--- config.mk ---
export PLATFORM = sky130hd
export DESIGN_NAME = radix_walker
export DESIGN_NICKNAME = d
export VERILOG_FILES = /design/src/rtl/rw_pkg.sv /design/src/rtl/rw_entry_decode.sv /design/src/rtl/rw_index_gen.sv /design/src/rtl/rw_span_check.sv /design/src/rtl/radix_walker.sv
export SDC_FILE = /design/constraint.sdc
export NUM_CORES = 1
export LEC_CHECK = 0
export BUFFER_PORTS_ARGS = -buffer_cell sky130_fd_sc_hd__buf_4
export CAP_MARGIN = 0
export CORE_ASPECT_RATIO = 0.75
export CORE_MARGIN = 1
export CORE_UTILIZATION = 56
export DETAILED_ROUTE_END_ITERATION = 8
export GPL_TIMING_DRIVEN = 0
export PLACE_DENSITY = 0.82
export SYNTH_ARGS = -nofsm -noshare
export SYNTH_HDL_FRONTEND = slang
export SYNTH_HIERARCHICAL = 1
export SYNTH_SLANG_ARGS = --single-unit
--- constraint.sdc ---
create_clock -name clk -period 4.8 [get_ports clk]
set_clock_uncertainty 0.05 [all_clocks]
set_input_delay 0.96 -clock clk [delete_from_list [all_inputs] [get_ports clk]]
set_output_delay 0.96 -clock clk [all_outputs]
set_load 0.02 [all_outputs]
--- src/rtl/rw_pkg.sv ---
`timescale 1ns/1ps
package rw_pkg;

  localparam int unsigned ENT_W = 64;
  localparam int unsigned V_BIT = 63;
  localparam int unsigned L_BIT = 62;
  localparam logic [ENT_W-1:0] TABLE_BASE_MASK = 64'h00FF_FFFF_FFFF_FF00;
  localparam logic [ENT_W-1:0] PAGE_BASE_MASK  = 64'h00FF_FFFF_FFFF_F000;

  typedef enum logic [2:0] {
    ST_IDLE,
    ST_DIR_RD,
    ST_DIR_WT,
    ST_LEAF_RD,
    ST_LEAF_WT,
    ST_DONE
  } walk_state_e;

  typedef struct packed {
    logic             ok;
    logic [ENT_W-1:0] next_base;
    logic [4:0]       next_bits;
  } dir_info_t;

  typedef struct packed {
    logic             ok;
    logic [ENT_W-1:0] page_base;
    logic [11:0]      flags;
  } leaf_info_t;

  function automatic logic [ENT_W-1:0] byte_rev(input logic [ENT_W-1:0] w);
    logic [ENT_W-1:0] r;
    for (int b = 0; b < ENT_W / 8; b++) begin
      r[8*b +: 8] = w[8*(ENT_W/8-1-b) +: 8];
    end
    return r;
  endfunction

endpackage

--- src/rtl/rw_entry_decode.sv ---
`timescale 1ns/1ps
module rw_entry_decode
  import rw_pkg::*;
(
  input  logic [ENT_W-1:0] raw,
  output dir_info_t        dir_o,
  output leaf_info_t       leaf_o
);

  logic [ENT_W-1:0] word;

  always_comb begin
    word = byte_rev(raw);

    dir_o.ok        = word[V_BIT] & ~word[L_BIT];
    dir_o.next_base = word & TABLE_BASE_MASK;
    dir_o.next_bits = word[4:0];

    leaf_o.ok        = word[V_BIT] & word[L_BIT];
    leaf_o.page_base = word & PAGE_BASE_MASK;
    leaf_o.flags     = word[11:0];
  end

endmodule

--- src/rtl/rw_index_gen.sv ---
`timescale 1ns/1ps
module rw_index_gen
  import rw_pkg::*;
#(
  parameter int unsigned PAGE_BITS = 12,
  parameter int unsigned LEAF_BITS = 9,
  parameter int unsigned DIR_BITS  = 10,
  localparam int unsigned PN_W     = ENT_W - PAGE_BITS
) (
  input  logic [ENT_W-1:0] root_ptr,
  input  logic [PN_W-1:0]  pn,
  input  logic [ENT_W-1:0] leaf_base,
  input  logic [4:0]       leaf_bits,
  output logic [ENT_W-1:0] dir_addr,
  output logic [ENT_W-1:0] leaf_addr
);

  localparam logic [ENT_W-1:0] DIR_SPAN  = (64'd1 << DIR_BITS) - 64'd1;
  localparam logic [ENT_W-1:0] LEAF_SPAN = (64'd1 << LEAF_BITS) - 64'd1;
  localparam int unsigned      ENT_SHIFT = 3;

  logic [ENT_W-1:0] pn_ext;
  logic [ENT_W-1:0] root_base;
  logic [ENT_W-1:0] dir_mask;
  logic [ENT_W-1:0] leaf_mask;
  logic [ENT_W-1:0] dir_idx;
  logic [ENT_W-1:0] leaf_idx;

  always_comb begin
    pn_ext    = ENT_W'(pn);
    root_base = root_ptr & TABLE_BASE_MASK;
    dir_mask  = ~({ENT_W{1'b1}} << root_ptr[4:0]) & DIR_SPAN;
    leaf_mask = ~({ENT_W{1'b1}} << leaf_bits) & LEAF_SPAN;
    dir_idx   = (pn_ext >> LEAF_BITS) & dir_mask;
    leaf_idx  = pn_ext & leaf_mask;
    dir_addr  = root_base + (dir_idx << ENT_SHIFT);
    leaf_addr = leaf_base + (leaf_idx << ENT_SHIFT);
  end

endmodule

--- src/rtl/rw_span_check.sv ---
`timescale 1ns/1ps
module rw_span_check #(
  parameter int unsigned PAGE_BITS = 12,
  parameter int unsigned LEN_W     = 4
) (
  input  logic [PAGE_BITS-1:0] offset,
  input  logic [LEN_W-1:0]     len,
  output logic                 crosses
);

  localparam int unsigned OFF_W     = PAGE_BITS + 1;
  localparam int unsigned PAGE_SIZE = 1 << PAGE_BITS;

  logic [OFF_W-1:0] end_pos;

  always_comb begin
    end_pos = {1'b0, offset} + OFF_W'(len);
    crosses = end_pos > OFF_W'(PAGE_SIZE);
  end

endmodule

--- src/rtl/radix_walker.sv ---
`timescale 1ns/1ps
module radix_walker
  import rw_pkg::*;
#(
  parameter int unsigned PAGE_BITS = 12,
  parameter int unsigned LEAF_BITS = 9,
  parameter int unsigned DIR_BITS  = 10,
  parameter int unsigned LEN_W     = 4
) (
  input  logic        clk,
  input  logic        rst_n,
  input  logic [63:0] root_ptr,
  input  logic        req_valid,
  output logic        req_ready,
  input  logic [63:0] req_ea,
  input  logic [LEN_W-1:0] req_len,
  input  logic        req_store,
  output logic        mem_req_valid,
  input  logic        mem_req_ready,
  output logic [63:0] mem_req_addr,
  input  logic        mem_rsp_valid,
  input  logic [63:0] mem_rsp_data,
  output logic        res_valid,
  input  logic        res_ready,
  output logic [63:0] res_pa,
  output logic [11:0] res_flags,
  output logic        res_crossed,
  output logic [63:0] res_pa_next,
  output logic [11:0] res_flags_next,
  output logic        res_fault,
  output logic [63:0] res_fault_addr,
  output logic        res_store
);

  localparam int unsigned PN_W = ENT_W - PAGE_BITS;

  walk_state_e       state;
  logic [ENT_W-1:0]  ea_q;
  logic              store_q;
  logic              cross_q;
  logic              second_q;
  logic [PN_W-1:0]   pn_q;
  logic [ENT_W-1:0]  leaf_base_q;
  logic [4:0]        leaf_bits_q;
  logic [ENT_W-1:0]  page_q;
  logic [11:0]       flags_q;
  logic [ENT_W-1:0]  page2_q;
  logic [11:0]       flags2_q;
  logic              fault_q;
  logic [ENT_W-1:0]  fault_addr_q;

  logic              cross_now;
  logic [ENT_W-1:0]  dir_addr;
  logic [ENT_W-1:0]  leaf_addr;
  logic [ENT_W-1:0]  fault_addr_now;
  dir_info_t         dir_i;
  leaf_info_t        leaf_i;

  rw_span_check #(
    .PAGE_BITS (PAGE_BITS),
    .LEN_W     (LEN_W)
  ) u_span (
    .offset  (req_ea[PAGE_BITS-1:0]),
    .len     (req_len),
    .crosses (cross_now)
  );

  rw_index_gen #(
    .PAGE_BITS (PAGE_BITS),
    .LEAF_BITS (LEAF_BITS),
    .DIR_BITS  (DIR_BITS)
  ) u_index (
    .root_ptr  (root_ptr),
    .pn        (pn_q),
    .leaf_base (leaf_base_q),
    .leaf_bits (leaf_bits_q),
    .dir_addr  (dir_addr),
    .leaf_addr (leaf_addr)
  );

  rw_entry_decode u_decode (
    .raw    (mem_rsp_data),
    .dir_o  (dir_i),
    .leaf_o (leaf_i)
  );

  // First page faults at the access start, the second page at its own base.
  assign fault_addr_now = second_q ? {pn_q, {PAGE_BITS{1'b0}}} : ea_q;

  always_ff @(posedge clk or negedge rst_n) begin
    if (!rst_n) begin
      state        <= ST_IDLE;
      ea_q         <= '0;
      store_q      <= 1'b0;
      cross_q      <= 1'b0;
      second_q     <= 1'b0;
      pn_q         <= '0;
      leaf_base_q  <= '0;
      leaf_bits_q  <= '0;
      page_q       <= '0;
      flags_q      <= '0;
      page2_q      <= '0;
      flags2_q     <= '0;
      fault_q      <= 1'b0;
      fault_addr_q <= '0;
    end else begin
      unique case (state)
        ST_IDLE: begin
          if (req_valid) begin
            ea_q         <= req_ea;
            store_q      <= req_store;
            cross_q      <= cross_now;
            second_q     <= 1'b0;
            pn_q         <= req_ea[ENT_W-1:PAGE_BITS];
            page_q       <= '0;
            flags_q      <= '0;
            page2_q      <= '0;
            flags2_q     <= '0;
            fault_q      <= 1'b0;
            fault_addr_q <= '0;
            state        <= ST_DIR_RD;
          end
        end
        ST_DIR_RD: begin
          if (mem_req_ready) state <= ST_DIR_WT;
        end
        ST_DIR_WT: begin
          if (mem_rsp_valid) begin
            if (dir_i.ok) begin
              leaf_base_q <= dir_i.next_base;
              leaf_bits_q <= dir_i.next_bits;
              state       <= ST_LEAF_RD;
            end else begin
              fault_q      <= 1'b1;
              fault_addr_q <= fault_addr_now;
              state        <= ST_DONE;
            end
          end
        end
        ST_LEAF_RD: begin
          if (mem_req_ready) state <= ST_LEAF_WT;
        end
        ST_LEAF_WT: begin
          if (mem_rsp_valid) begin
            if (!leaf_i.ok) begin
              fault_q      <= 1'b1;
              fault_addr_q <= fault_addr_now;
              state        <= ST_DONE;
            end else if (!second_q) begin
              page_q  <= leaf_i.page_base;
              flags_q <= leaf_i.flags;
              if (cross_q) begin
                second_q <= 1'b1;
                pn_q     <= pn_q + PN_W'(1);
                state    <= ST_DIR_RD;
              end else begin
                state <= ST_DONE;
              end
            end else begin
              page2_q  <= leaf_i.page_base;
              flags2_q <= leaf_i.flags;
              state    <= ST_DONE;
            end
          end
        end
        ST_DONE: begin
          if (res_ready) state <= ST_IDLE;
        end
        default: state <= ST_IDLE;
      endcase
    end
  end

  always_comb begin
    req_ready      = (state == ST_IDLE);
    mem_req_valid  = (state == ST_DIR_RD) || (state == ST_LEAF_RD);
    mem_req_addr   = (state == ST_LEAF_RD) ? leaf_addr : dir_addr;
    res_valid      = (state == ST_DONE);
    res_pa         = page_q | {{PN_W{1'b0}}, ea_q[PAGE_BITS-1:0]};
    res_flags      = flags_q;
    res_crossed    = cross_q;
    res_pa_next    = page2_q;
    res_flags_next = flags2_q;
    res_fault      = fault_q;
    res_fault_addr = fault_addr_q;
    res_store      = store_q;
  end

endmodule

## Word-level counts from Yosys, hierarchy flattened

Cells that the tools add are included.

- Logic and storage cells: 111
- Input port bits: 203
- Output and inout port bits: 286
- Register bits after elaboration: 392

- Bitwise logic cells: 8
- Shifts and indexed selects: 2
- Reductions and logical operators: 12
- Add/subtract/negate cells: 4
- Order comparisons: 1
- Eq/ne operators: 17
- Muxes and demuxes: 53

Operators with widths:

| kind | number |
|---|---|
| $mux W64 | 13 |
| $mux W52 | 5 |
| $pmux W64 S2 | 2 |
| $pmux W64 S3 | 1 |
| $pmux W52 S2 | 1 |
| $mux W12 | 7 |
| $add A56 B64 Y64 | 1 |
| $or A64 B12 Y64 | 1 |
| $shl A64 B5 Y10 const A | 1 |
| $shl A64 B5 Y9 const A | 1 |
| $add A56 B55 Y57 | 1 |
| $add A52 B1 Y52 const B | 1 |
| $and A52 B9 Y52 | 1 |
| $pmux W12 S2 | 2 |
| $and A43 B10 Y43 | 1 |
| $mux W3 | 10 |
| $ne A2 B2 Y1 const B | 11 |
| $pmux W3 S6 | 1 |
| $reduce_and A6 Y1 | 3 |
| $add A12 B4 Y13 | 1 |
| $gt A13 B13 Y1 const B | 1 |
| $not A10 Y10 | 1 |
| $reduce_and A5 Y1 | 2 |
| $mux W1 | 9 |
| 16 further kinds | 19 |

## Depth between registers and ports, before layout

- Depth after elaboration: 6
- Depth in mapped cells: 12

## Hierarchy

Netlist, hierarchy kept.

By module, submodules not included:

| module | cells each | seq. area each (um2) | instances | area each (um2) |
|---|---|---|---|---|
| radix_walker | 1867 | 10209.8 | 1 | 18362.6 |
| rw_index_gen | 447 | 0.0 | 1 | 3128.0 |
| rw_entry_decode | 148 | 0.0 | 1 | 1108.6 |
| rw_span_check | 42 | 0.0 | 1 | 297.8 |

## Worst setup path after synthesis

No wires, ideal clock.

- Kind: input port to output port
- Start point: in root_ptr[1]
- End point: out mem_req_addr[37]
- Required time: 3.790 ns
- Buffers on the path: 1
- Arrival time: 3.211 ns
- Stages on the path: 10
- Path slack: 0.579 ns
- Cell sequence: o31a_1 -> o21a_1 -> ha_1 -> o21ai_0 -> o21ai_0 -> o21a_1 -> clkbuf_1 -> nand4_1 -> xnor2_1 -> mux2_2

- Longest elaborated chain between the ends: 5

Ends and longest elaborated chain:

| what | line | RTL |
|---|---|---|
| from (decl) | radix_walker.sv:12 | `input logic [63:0] root_ptr,` |
| $shl A64 B5 Y10 | rw_index_gen.sv:32 | `dir_mask = ~({ENT_W{1'b1}} << root_ptr[4:0]) & DIR_SPAN;` |
| $not A10 Y10 | rw_index_gen.sv:32 |  |
| $and A43 B10 Y43 | rw_index_gen.sv:34 | `dir_idx = (pn_ext >> LEAF_BITS) & dir_mask;` |
| $add A56 B64 Y64 | rw_index_gen.sv:36 | `dir_addr = root_base + (dir_idx << ENT_SHIFT);` |
| via dir_addr[37] | radix_walker.sv:53 | `logic [ENT_W-1:0] dir_addr;` |
| $mux W64 | radix_walker.sv:177 | `mem_req_addr = (state == ST_LEAF_RD) ? leaf_addr : dir_addr;` |
| to (decl) | radix_walker.sv:20 | `output logic [63:0] mem_req_addr,` |

The timed path passes the listed nets, and every way through them passes these cells.

## Final worst setup path

- Start point: reg leaf_bits_q[4]
- End point: out mem_req_addr[13]

- Longest elaborated chain between the ends: 5

Ends and longest elaborated chain:

| what | line | RTL |
|---|---|---|
| from (decl) | radix_walker.sv:44 | `logic [4:0] leaf_bits_q;` |
| from (signal assigned) | radix_walker.sv:131 | `leaf_bits_q <= dir_i.next_bits;` |
| $shl A64 B5 Y9 | rw_index_gen.sv:33 | `leaf_mask = ~({ENT_W{1'b1}} << leaf_bits) & LEAF_SPAN;` |
| $not A9 Y9 | rw_index_gen.sv:33 |  |
| $and A52 B9 Y52 | rw_index_gen.sv:35 | `leaf_idx = pn_ext & leaf_mask;` |
| $add A56 B55 Y57 | rw_index_gen.sv:37 | `leaf_addr = leaf_base + (leaf_idx << ENT_SHIFT);` |
| via leaf_addr[13] | radix_walker.sv:54 | `logic [ENT_W-1:0] leaf_addr;` |
| $mux W64 | radix_walker.sv:177 |  |

The timed path passes the listed nets, and every way through them passes these cells.

==> flow_summary_export.csv <==
group,metric,value,unit
worst_setup_path,path_max_fanout,10,
worst_setup_path,r2r_slack,1260,ps
place,place.gp.congestion,0.964,
routing,routedWlPerCell,22.7,µm
synthesis,synth_compound_area_share,12.2,%
cts,root_buffer,"clkbuf_16",
pwr,p_leak,13.5,nW
synthesis,synth_cell_types,88,
layout,area_growth,24.9,%
worst_setup_path,rr_startpoint,"state[0]",
routing,num_vias,21200,
worst_setup_path,crit_path_end_kind,"output port",
routing,first_iter_violations,2347,
layout,seq_area,10200,µm²
sta,period_share,97.8,%
outcome,status,"completed",
pwr,powerDensity,618,nW/µm²
global_route,grt_pass1_vias,20300,
layout,multiInputGateArea,10700,µm²
global_route,grt_pass1_wl,121000,µm
worst_setup_path,path_class,"flop to output port",
layout,fin_area,28600,µm²
place,port_buffers,415,
worst_setup_path,worstPathArrival,3690,ps
layout,fill_cells,2997,
pwr,irDropWorstVdd,387,µV
worst_setup_path,start_kind,"flop",
cts,cts_buffers,42,
floorplanning,design.core.area,39900,µm²
floorplanning,die_area,41700,µm²
synthesis,synth_edf_count,0,
cts,clk_latency,570,ps
cts,clock-sinks,408,
layout,fin_nets,3239,
routing,vias_per_cell,5.95,
min_path,min_path_type,"primary input to asynchronous set/reset pin",
floorplanning,io_pins,489,
sta,tightest_slew,1120,ps
synthesis,yosysMostFrequentCell,"nand2_1",
routing,wirelength,80900,µm
synthesis,synth-simple-area-share,18.7,%
synthesis,yosys_warnings,6,
synthesis,yosys.area.top_type_share,44.6,%
routing,antenna_left,0,
routing,first_pass_iters,6,
synthesis,synth_seq_area_share,44.6,%
sta,timing.fmax,213,MHz
synthesis,yosys-top-cells-count,"565 x nand2_1, 408 x dfrtp_1, 242 x o21ai_0",
synthesis,synth_xor_area_share,4.13,%
floorplanning,die_x,235,µm
cts,clk_path_buf_depth,3,
global_route,grt_use_total,37.9,%
sta,hold_violations,0,
global_route,grt_overflow,0,
cts,clk_pin_slew,60,ps
synthesis,synth_ff_type,"dfrtp_1",
synthesis,async_flop_share,100,%
sta,slew_violations,0,
synthesis,synth-seq-cells,408,
synthesis,yosysTopAreaCell,"dfrtp_1",
routing,drc_errors,0,
pwr,totalPowerFinal,17.7,mW
synthesis,synthTopCellsByArea,"dfrtp_1 45%, nand2_1 9.3%, buf_4 7.0%, mux2_2 6.5%, o21ai_0 5.3%",
layout,stdcell_count,3567,
cts,cts_tree,"built",
place,placed_cells,3487,
synthesis,synth_adder_area_share,1.30,%
job,drv_cap,0,
global_route,antenna_found_initial,4,
floorplanning,die_y,177,µm
worst_setup_path,critical_path.startpoint,"leaf_bits_q[4]",
sta,max-slew-margin-rel,25.3,%
synthesis,avgSynthCellArea,9.14,µm²
place,dpl-instance-area,26900,µm²
sta,layout_min_cycle_time,4700,ps
synthesis,syn_inst,2504,
sta,setup_viol,0,
floorplanning,std_cell_rows,63,
synthesis,synth_top_family_by_area,"simple AND/OR/NAND/NOR gates",
worst_setup_path,crit_required,3790,ps
layout,drive_above_1_share,30.6,%
floorplanning,initial_core_util,57.4,%
global_route,grt_start_max_net_pins,100,
synthesis,synthMuxAreaShare,9.17,%
synthesis,syn_area,22900,µm²
cts,cts-htree-levels,2,
place,post-dp-hpwl,61000,µm
[cell usage in the layout, fill, tap and decap left out, types with 17 or more instances in the layout]
cell,n
buf_4,630
mux2i_1,59
a21oi_1,89
clkbuf_1,109
and3_1,20
nor3_1,29
xnor2_1,46
nand4_1,49
or2_2,17
xor2_1,60
dfrtp_1,404
conb_1,46
nor2_1,94
mux2_2,132
inv_1,24
nand2_1,565
ha_1,19
nand3_1,66
o21ai_0,240
clkbuf_16,43
[per-layer routing]
metal	up-vias	GRT usage, %	share of wire, %
met5	-	0	0.028
met4	4	13.2	3.8
met3	223	9.31	10
met2	1278	56.3	43
met1	10300	54.0	43
li1	9401	-	-
[worst paths after layout]
check,to,depth (start not counted)
min reg2reg,ea_q[17],2
min in group clk,ea_q[17],2
max reg2reg,ea_q[43],8
max in group asynchronous,leaf_bits_q[3],3
max,mem_req_addr[13],11
min,res_fault,1
[metrics by stage]
stage / hold WS [ps] / setup TNS (ps) / setup slack (ps) / util, %
3_3_place_gp: 404 / -499250 / -1250 / 67.3
6_report: 275 / 0 / 103 / 71.7
5_1_grt: 303 / -85.6 / -35.8 / 71.7
3_5_place_dp: 412 / -1930 / -265 / 67.6
4_1_cts: 288 / 0 / 7.10 / 71.5
2_1_floorplan: 388 / 0 / 579 / -
[sequential cells by signal, indices dropped and copies added, names as in the netlist]
signal	cells
res_pa_next	64
second_q	1
res_flags	12
leaf_base_q	64
res_fault	1
leaf_bits_q	5
res_fault_addr	64
page_q	64
res_crossed	1
ea_q	64
res_store	1
state	3
pn_q	52
res_flags_next	12
[cell type report]
cell class,instances,area share [%]
tap,520,2.28
sequential,408,35.7
clock inverter,17,1.02
inverter,24,0.315
multi-input combinational,1773,37.4
clock buffer,58,4.28
buffer,342,7.55
antenna,2,0.0175
timing repair buffer,423,11.4
[critical path, cell delays in order, from the launching register on]
cell and delay [ps]:
dfrtp_2 450, nor3_4 240, a21boi_2 100, ha_1 210, fa_1 420, a21o_1 250, a221oi_4 400, o21ai_2 240
nand2_1 200, xnor2_1 140, mux2_2 310, buf_4 160
[logic make-up (layout without fill, tap and decap cells)]
family,count (synthesis),in the layout
and+or+nand+nor,936,936
buffers and inverters,368,864
DFF,408,408
other,2,48
adders and majority gates,22,22
xor gates and xnor gates,108,108
muxes,193,193
AOI/OAI and AO/OA,467,468
[timing repair]
item                                    CTS  global route
hold buffers                              0             0
endpoints found under the setup margin   37            40
resized for setup                        11            18
setup buffers                             1             3
pin swaps                                 2             6
cloned                                    0             1
[power breakdown]
part / total (mW) / internal (mW) / leakage, nW / switching (mW)
registers: 5.95 / 4.74 / 5.32 / 1.21
clock network: 3.65 / 2.17 / 0.741 / 1.48
logic: 8.06 / 3.15 / 7.45 / 4.91
Note: power is estimated with default switching activity, not from simulation.
